### src/rtl/mshr_pkg.sv
package mshr_pkg;
  typedef enum logic [1:0] {
    ENT_FREE  = 2'd0,
    ENT_PEND  = 2'd1,
    ENT_SENT  = 2'd2,
    ENT_DRAIN = 2'd3
  } ent_state_t;

  localparam logic [1:0] KIND_SH = 2'd0;
  localparam logic [1:0] KIND_EX = 2'd1;
  localparam logic [1:0] KIND_WB = 2'd2;
endpackage

### src/rtl/mshr_pick.sv
module mshr_pick #(
  parameter int N = 4,
  localparam int IW = (N > 1) ? $clog2(N) : 1
) (
  input  logic [N-1:0]  req,
  output logic          any,
  output logic [IW-1:0] idx
);
  always_comb begin
    any = |req;
    idx = '0;
    for (int i = N - 1; i >= 0; i--) begin
      if (req[i]) idx = IW'(i);
    end
  end
endmodule

### src/rtl/mshr_lookup.sv
module mshr_lookup #(
  parameter int ENTRIES = 4,
  parameter int ADDR_W  = 26
) (
  input  logic               clk,
  input  logic               rst,
  input  logic [ENTRIES-1:0] live,
  input  logic [ADDR_W-1:0]  tags [ENTRIES],
  input  logic [ADDR_W-1:0]  key,
  output logic [ENTRIES-1:0] match
);
  for (genvar g = 0; g < ENTRIES; g++) begin : g_cmp
    assign match[g] = live[g] && (tags[g] == key);
  end

  // a block address lives in at most one entry
  assert_unique_tag_R3: assert property (@(posedge clk) disable iff (rst)
    $onehot0(match));
endmodule

### src/rtl/mshr_file.sv
module mshr_file
  import mshr_pkg::*;
#(
  parameter int ENTRIES = 4,
  parameter int SLOTS   = 4,
  parameter int ADDR_W  = 26,
  parameter int WORDS   = 4,
  parameter int WORD_W  = 32,
  parameter int INUM_W  = 6,
  localparam int BLK_W  = WORDS * WORD_W,
  localparam int OFF_W  = (WORDS > 1) ? $clog2(WORDS) : 1,
  localparam int EW     = (ENTRIES > 1) ? $clog2(ENTRIES) : 1
) (
  input  logic              clk,
  input  logic              rst,
  input  logic              miss_valid,
  input  logic              miss_store,
  input  logic [ADDR_W-1:0] miss_addr,
  input  logic [OFF_W-1:0]  miss_off,
  input  logic [INUM_W-1:0] miss_inum,
  input  logic [WORD_W-1:0] miss_wdata,
  output logic              miss_stall,
  input  logic              wb_valid,
  input  logic [ADDR_W-1:0] wb_addr,
  input  logic [BLK_W-1:0]  wb_data,
  output logic              wb_stall,
  output logic              req_valid,
  output logic [1:0]        req_kind,
  output logic [ADDR_W-1:0] req_addr,
  output logic [EW-1:0]     req_id,
  output logic [BLK_W-1:0]  req_data,
  input  logic              req_ready,
  input  logic              resp_valid,
  input  logic [EW-1:0]     resp_id,
  input  logic [BLK_W-1:0]  resp_data,
  output logic              resp_ready,
  output logic              cpu_valid,
  output logic              cpu_store,
  output logic [INUM_W-1:0] cpu_inum,
  output logic [WORD_W-1:0] cpu_data,
  output logic              fill_valid,
  output logic [ADDR_W-1:0] fill_addr,
  output logic [BLK_W-1:0]  fill_data
);
  localparam int SW = (SLOTS > 1) ? $clog2(SLOTS) : 1;

  // entry control
  ent_state_t         st [ENTRIES];
  logic [ENTRIES-1:0] wbf, exf;
  logic [SLOTS-1:0]   sv  [ENTRIES];
  // entry datapath
  logic [ADDR_W-1:0]  tag   [ENTRIES];
  logic [BLK_W-1:0]   blk_q [ENTRIES];
  logic [SLOTS-1:0]   sst   [ENTRIES];
  logic [INUM_W-1:0]  sinum [ENTRIES][SLOTS];
  logic [OFF_W-1:0]   soff  [ENTRIES][SLOTS];
  logic [WORD_W-1:0]  swd   [ENTRIES][SLOTS];

  logic          drn_act;
  logic [EW-1:0] drn_ent;

  logic [ENTRIES-1:0] live, freev, pendv, m_match, w_match;
  for (genvar e = 0; e < ENTRIES; e++) begin : g_ent
    assign live[e]  = (st[e] != ENT_FREE);
    assign freev[e] = (st[e] == ENT_FREE);
    assign pendv[e] = (st[e] == ENT_PEND);
  end

  mshr_lookup #(.ENTRIES(ENTRIES), .ADDR_W(ADDR_W)) u_miss_lu (
    .clk(clk), .rst(rst), .live(live), .tags(tag), .key(miss_addr), .match(m_match));
  mshr_lookup #(.ENTRIES(ENTRIES), .ADDR_W(ADDR_W)) u_wb_lu (
    .clk(clk), .rst(rst), .live(live), .tags(tag), .key(wb_addr), .match(w_match));

  logic m_hit, f_any, p_any, s_any, d_any;
  logic [EW-1:0] h_idx, f_idx, p_idx;
  logic [SW-1:0] s_idx, d_idx;

  mshr_pick #(.N(ENTRIES)) u_pick_hit  (.req(m_match), .any(m_hit), .idx(h_idx));
  mshr_pick #(.N(ENTRIES)) u_pick_free (.req(freev),   .any(f_any), .idx(f_idx));
  mshr_pick #(.N(ENTRIES)) u_pick_pend (.req(pendv),   .any(p_any), .idx(p_idx));
  mshr_pick #(.N(SLOTS))   u_pick_slot (.req(~sv[h_idx]),   .any(s_any), .idx(s_idx));
  mshr_pick #(.N(SLOTS))   u_pick_drn  (.req(sv[drn_ent]),  .any(d_any), .idx(d_idx));

  logic merge_ok, acc_new, acc_merge, acc_wb, resp_acc, req_load, ld_ex;
  ent_state_t hs;

  always_comb begin
    hs        = st[h_idx];
    merge_ok  = m_hit && !wbf[h_idx] && s_any &&
                (hs == ENT_PEND || (hs == ENT_SENT && (exf[h_idx] || !miss_store)));
    acc_new   = miss_valid && !wb_valid && !m_hit && f_any;
    acc_merge = miss_valid && !wb_valid && merge_ok;
    acc_wb    = wb_valid && !(|w_match) && f_any;
    resp_acc  = resp_valid && !drn_act;
    req_load  = !req_valid || req_ready;
    ld_ex     = exf[p_idx] || (acc_merge && miss_store && (h_idx == p_idx));
  end

  assign miss_stall = miss_valid && !(acc_new || acc_merge);
  assign wb_stall   = wb_valid && !acc_wb;
  assign resp_ready = !drn_act;

  // control path
  always_ff @(posedge clk) begin
    if (rst) begin
      for (int e = 0; e < ENTRIES; e++) begin
        st[e] <= ENT_FREE;
        sv[e] <= '0;
      end
      wbf        <= '0;
      exf        <= '0;
      req_valid  <= 1'b0;
      cpu_valid  <= 1'b0;
      fill_valid <= 1'b0;
      drn_act    <= 1'b0;
      drn_ent    <= '0;
    end else begin
      cpu_valid  <= 1'b0;
      fill_valid <= 1'b0;

      if (req_load) begin
        if (p_any) begin
          req_valid <= 1'b1;
          req_id    <= p_idx;
          req_addr  <= tag[p_idx];
          req_data  <= blk_q[p_idx];
          req_kind  <= wbf[p_idx] ? KIND_WB : (ld_ex ? KIND_EX : KIND_SH);
          st[p_idx] <= ENT_SENT;
        end else begin
          req_valid <= 1'b0;
        end
      end

      if (acc_new) begin
        st[f_idx]  <= ENT_PEND;
        wbf[f_idx] <= 1'b0;
        exf[f_idx] <= miss_store;
        sv[f_idx]  <= SLOTS'(1);
      end
      if (acc_merge) begin
        sv[h_idx][s_idx] <= 1'b1;
        if (miss_store) exf[h_idx] <= 1'b1;
      end
      if (acc_wb) begin
        st[f_idx]  <= ENT_PEND;
        wbf[f_idx] <= 1'b1;
        exf[f_idx] <= 1'b0;
        sv[f_idx]  <= '0;
      end

      if (resp_acc && st[resp_id] == ENT_SENT) begin
        if (wbf[resp_id]) begin
          st[resp_id] <= ENT_FREE;
        end else begin
          st[resp_id] <= ENT_DRAIN;
          drn_act     <= 1'b1;
          drn_ent     <= resp_id;
        end
      end

      if (drn_act) begin
        if (d_any) begin
          cpu_valid <= 1'b1;
          cpu_store <= sst[drn_ent][d_idx];
          cpu_inum  <= sinum[drn_ent][d_idx];
          cpu_data  <= sst[drn_ent][d_idx] ? swd[drn_ent][d_idx]
                       : blk_q[drn_ent][soff[drn_ent][d_idx]*WORD_W +: WORD_W];
          sv[drn_ent][d_idx] <= 1'b0;
        end else begin
          fill_valid  <= 1'b1;
          fill_addr   <= tag[drn_ent];
          fill_data   <= blk_q[drn_ent];
          st[drn_ent] <= ENT_FREE;
          drn_act     <= 1'b0;
        end
      end
    end
  end

  // data path: no reset, written only under the control path's accept terms
  always_ff @(posedge clk) begin
    if (acc_new) begin
      tag[f_idx]      <= miss_addr;
      sst[f_idx]      <= SLOTS'(miss_store);
      sinum[f_idx][0] <= miss_inum;
      soff[f_idx][0]  <= miss_off;
      swd[f_idx][0]   <= miss_wdata;
    end
    if (acc_merge) begin
      sst[h_idx][s_idx]   <= miss_store;
      sinum[h_idx][s_idx] <= miss_inum;
      soff[h_idx][s_idx]  <= miss_off;
      swd[h_idx][s_idx]   <= miss_wdata;
    end
    if (acc_wb) begin
      tag[f_idx]   <= wb_addr;
      blk_q[f_idx] <= wb_data;
    end
    if (resp_acc && st[resp_id] == ENT_SENT && !wbf[resp_id])
      blk_q[resp_id] <= resp_data;
    if (drn_act && d_any && sst[drn_ent][d_idx])
      blk_q[drn_ent][soff[drn_ent][d_idx]*WORD_W +: WORD_W] <= swd[drn_ent][d_idx];
  end

  // a request waiting on the channel does not change
  assert_req_hold_R2: assert property (@(posedge clk) disable iff (rst)
    req_valid && !req_ready |=> req_valid && $stable(req_addr) && $stable(req_kind) && $stable(req_id));
  // only the three defined request kinds appear
  assert_kind_legal_R7: assert property (@(posedge clk) disable iff (rst)
    req_valid |-> req_kind != 2'd3);
  // the fill closes a drain, no retirement follows immediately
  assert_fill_closes_R6: assert property (@(posedge clk) disable iff (rst)
    fill_valid |=> !cpu_valid);
  // responses are refused while slots retire
  assert_busy_drain_R9: assert property (@(posedge clk) disable iff (rst)
    cpu_valid |-> !resp_ready);
  // retirement and fill never overlap
  assert_one_output_R5: assert property (@(posedge clk) disable iff (rst)
    !(cpu_valid && fill_valid));
endmodule

### config.mk
export PLATFORM = sky130hd
export DESIGN_NAME = mshr_file
export DESIGN_NICKNAME = d
export VERILOG_FILES = /design/src/rtl/mshr_pkg.sv /design/src/rtl/mshr_pick.sv /design/src/rtl/mshr_lookup.sv /design/src/rtl/mshr_file.sv
export SDC_FILE = /design/constraint.sdc
export NUM_CORES = 2
export LEC_CHECK = 0
export BUFFER_PORTS_ARGS = -buffer_cell sky130_fd_sc_hd__buf_2
export CAP_MARGIN = 0
export CELL_PAD_IN_SITES_DETAIL_PLACEMENT = 2
export CELL_PAD_IN_SITES_GLOBAL_PLACEMENT = 2
export CORE_MARGIN = 3
export CORE_UTILIZATION = 40
export CTS_BUF_LIST = sky130_fd_sc_hd__clkbuf_4
export DETAILED_ROUTE_END_ITERATION = 8
export GPL_ROUTABILITY_DRIVEN = 0
export HOLD_SLACK_MARGIN = 0.08
export PLACE_DENSITY_LB_ADDON = 0.1
export SYNTH_ARGS = -nofsm -noshare
export SYNTH_HDL_FRONTEND = slang
export SYNTH_SLANG_ARGS = --single-unit
### constraint.sdc
create_clock -name clk -period 10.05 [get_ports clk]
set_input_delay 1.005 -clock clk [delete_from_list [all_inputs] [get_ports clk]]
set_output_delay 1.005 -clock clk [all_outputs]
set_load 0.01 [all_outputs]
==> impl_metrics.py <==
metrics = {
    "die": {
        "die_x_um": 445,
        "io_pins": 714,
        "coreArea_um2": 191000,
        "die-area_um2": 198000,
        "die_h_um": 445,
        "rows": 160,
        "floorplan.initialDensity_pct": 40.4,
    },
    "worst_setup_path": {
        "critPathMaxStageDelay_ns": 0.90,
        "critical_path_class": "flip-flop to flip-flop",
        "cp_num_buf_inv": 5,
        "critPathMaxFanout": 67,
        "arrival_ns": 7.78,
        "critPathSlowestCell": "dfxtp_4",
        "required_ns": 11.06,
        "crit_chain": "mux4_2 > nor4b_4 > buf_4 > a22oi_1 > a21boi_1 > and2_1 > clkinv_2 > buf_4 > ha_1 > a31o_2 > buf_4 > nand2b_2 > buf_4",
        "crit_top_cell": "buf_4",
        "end_kind": "flip-flop",
        "worstSetupStartpointType": "flip-flop",
        "cp_top_family": "buffers and inverters",
    },
    "job": {
        "maxCapViolCount": 0,
    },
    "pwr": {
        "internal_power_mw": 13.7,
        "sequentialPowerShare_pct": 45.9,
        "powerDensity_nw_per_um2": 226,
        "ir_worst_vdd_mv": 0.153,
        "p_leak_nw": 32.3,
        "clockPowerShare_pct": 29.4,
        "switching_share_pct": 34.4,
        "pwr-share-comb_pct": 24.6,
        "power.switching_mw": 7.18,
    },
    "logic_synthesis": {
        "synth_seq_area_share_pct": 63.2,
        "ys_ff_latch": 1663,
        "synth_top_area_cell": "edfxtp_1",
        "async_flop_share_pct": 0,
        "synth_edf_count": 1527,
        "synthTopCellsByArea": "edfxtp_1, mux4_2, mux2_2, mux2i_1, dfxtp_1",
        "yosysMostFrequentCell": "edfxtp_1",
        "synth_fp_nets": 5263,
        "ys.flop_type": "edfxtp_1",
        "syn_inst": 4901,
        "synth_top_area_share_pct": 59.6,
        "synth_commonest_cells": "edfxtp_1, mux2_2, mux4_2",
        "yosysWarnings": 0,
        "syn_avg_cell_area_um2": 15.7,
        "synth.distinct_cells": 94,
        "synth_area_um2": 76900,
    },
    "clocking": {
        "cts_hold_buf": 339,
        "cts_setup_buffers": 0,
        "cts_resized": 0,
        "clock_path_buffers": 4,
        "cts_tree": "yes",
        "path_clk_slew_ns": 0.06,
        "ctsHtreeMaxLevel": 5,
        "clock_sinks": 1663,
        "numCtsBuffers": 460,
        "insertion_delay_ns": 1.42,
        "clock-root-buffer": "clkbuf_4",
    },
    "detailed_routing": {
        "post_drt_wl_per_cell_um": 35.7,
        "initialDrtViolationCount": 4715,
        "wirelength_um": 323000,
        "viasPerCell": 5.93,
        "drt_first_pass_iters": 5,
        "vias": 53600,
        "drc": 0,
        "ant_nets": 0,
    },
    "final_layout": {
        "syn_to_final_growth_pct": 20.1,
        "drive_gt1_share_pct": 38.0,
        "fin_nets": 6496,
        "fillers": 18100,
        "final_core_util_pct": 48.5,
    },
    "timing": {
        "maxSlewHeadroom_pct": 17.6,
        "setup_tns_ns": 0,
        "fin_skew_ns": 0.0771,
        "worst_pin_slew_ns": 1.24,
        "post-route-period-util_pct": 67.5,
        "fmax_ghz": 0.148,
        "period_minus_slack_ns": 6.78,
        "setup_viol_count_final": 0,
        "finalMaxSlewViolations": 0,
        "finalHoldViolations": 0,
        "rsz0062_at_grt": "no",
    },
    "grt": {
        "grt-ovfl-total": 0,
        "grt_pass1_wl_um": 450000,
        "grt_max_degree": 115,
        "grt_use_total_pct": 32.1,
        "grt_pass1_vias": 57400,
        "antenna_found_initial": 65,
    },
    "place": {
        "port_buffers": 713,
        "hpwl_um": 214000,
    },
    "worst_hold_path": {
        "hold_class": "input pin to flip-flop",
    },
    "outcome": {
        "outcome": "complete, no violations",
    },
}
layer usage:
layer	global-route usage, %	vias up	part of all wire (%)
li1	-	22200	-
met1	39.9	28300	39
met2	52.9	2325	49
met3	5.47	676	6.0
met4	18.7	8	6.4
met5	0	-	0.015
flip-flops by register name, summed over array words and instances (netlist names), 32 cells and up, named ones only:
signal and cells:
soff 32, fill_data 128, tag 104, swd 512
blk_q 512, sinum 96, cpu_data 32, req_data 128
metrics by stage:
stage	cell area (µm²)	setup WS [ns]	hold slack [ns]	std cells	total power, mW
2_1_floorplan	76900	1.49	0.448	4901	12.1
3_3_place_gp	83200	3.31	0.480	7844	14.4
3_5_place_dp	83200	3.22	0.485	7844	14.6
4_1_cts	92200	3.18	0.0813	8982	20.9
5_1_grt	92300	3.01	0.0813	9013	21.7
6_report	92300	3.27	0.193	9026	20.9
final timing paths:
kind	from	to	slack [ns]	cells past startpoint
worst max register to register	flip-flop	blk_q[1][107]	3.27	13
worst min register to register	wbf[2]	wbf[2]	0.50	2
worst max-delay path	flip-flop	blk_q[1][107]	3.27	13
worst min-delay path	resp_data[85]	blk_q[2][85]	0.19	3
cell usage in the layout (no fill, tap or decap), drive strengths merged, types with 4 or more instances in the layout:
cell type / netlist / final
nand4: 40 / 40
a21oi: 160 / 160
or3: 6 / 6
a22o: 64 / 64
nor3: 25 / 25
edfxtp: 1527 / 1527
a2111oi: 4 / 4
a211oi: 38 / 38
dfxtp: 136 / 136
dlygate4sd3: 0 / 339
clkinv: 1 / 116
mux4: 322 / 322
nor2b: 34 / 34
or2: 8 / 8
and4: 5 / 5
clkbuf: 220 / 674
a31oi: 8 / 8
nand2: 266 / 266
a22oi: 197 / 197
xor2: 95 / 95
inv: 20 / 26
buf: 147 / 799
and3: 9 / 9
a21boi: 4 / 4
and2: 16 / 16
o211ai: 4 / 4
nor4: 40 / 40
xnor2: 113 / 113
a31o: 5 / 5
a221oi: 7 / 7
or4: 4 / 4
o31ai: 5 / 5
nor2: 136 / 136
mux2i: 297 / 297
mux2: 548 / 548
nand2b: 16 / 16
nand3: 63 / 63
ha: 5 / 5
diode: 0 / 44
o21ai: 262 / 262
power by group through the flow:
| stage | combinational, mW | sequential (mW) | clock [mW] |
|---|---|---|---|
| 4_1_cts | 5.09 | 9.56 | 6.25 |
| 3_3_place_gp | 4.78 | 9.67 | 0 |
| 5_1_grt | 5.41 | 9.65 | 6.65 |
| 6_report | 5.15 | 9.59 | 6.14 |
| 2_1_floorplan | 2.69 | 9.41 | 0 |
| 3_5_place_dp | 4.86 | 9.71 | 0 |
cells by family (layout without fill, tap and decap cells):
logic type,after synthesis,after routing,synth area share (%)
fa+ha+maj,5,5,0.0813
xor+xnor,208,208,2.37
compound gates,794,794,6.65
flops,1663,1663,63.2
buf+inv,388,1958,2.13
other cells,0,44,0
mux,1167,1167,21.3
simple gates,676,676,4.27
layout make-up:
class	instances	area, µm²	share of cell area, %
Sequential cell	1663	48600	52.6
Multi-Input combinational cell	2850	27100	29.3
Timing Repair Buffer	1138	7710	8.35
Clock buffer	674	5060	5.48
Tap cell	2511	3140	3.40
Clock inverter	125	569	0.616
Antenna cell	44	110	0.119
Inverter	21	92.6	0.100
worst register-to-register path, delay by kind of cell, from the launching register on:
family	cells	cell delay (ns)
flops	1	0.90
fa+ha+maj	1	0.59
compound gates	3	0.59
buf+inv	5	2.43
mux	1	0.73
simple gates	3	1.18
Power figures use the tool's default switching activity.
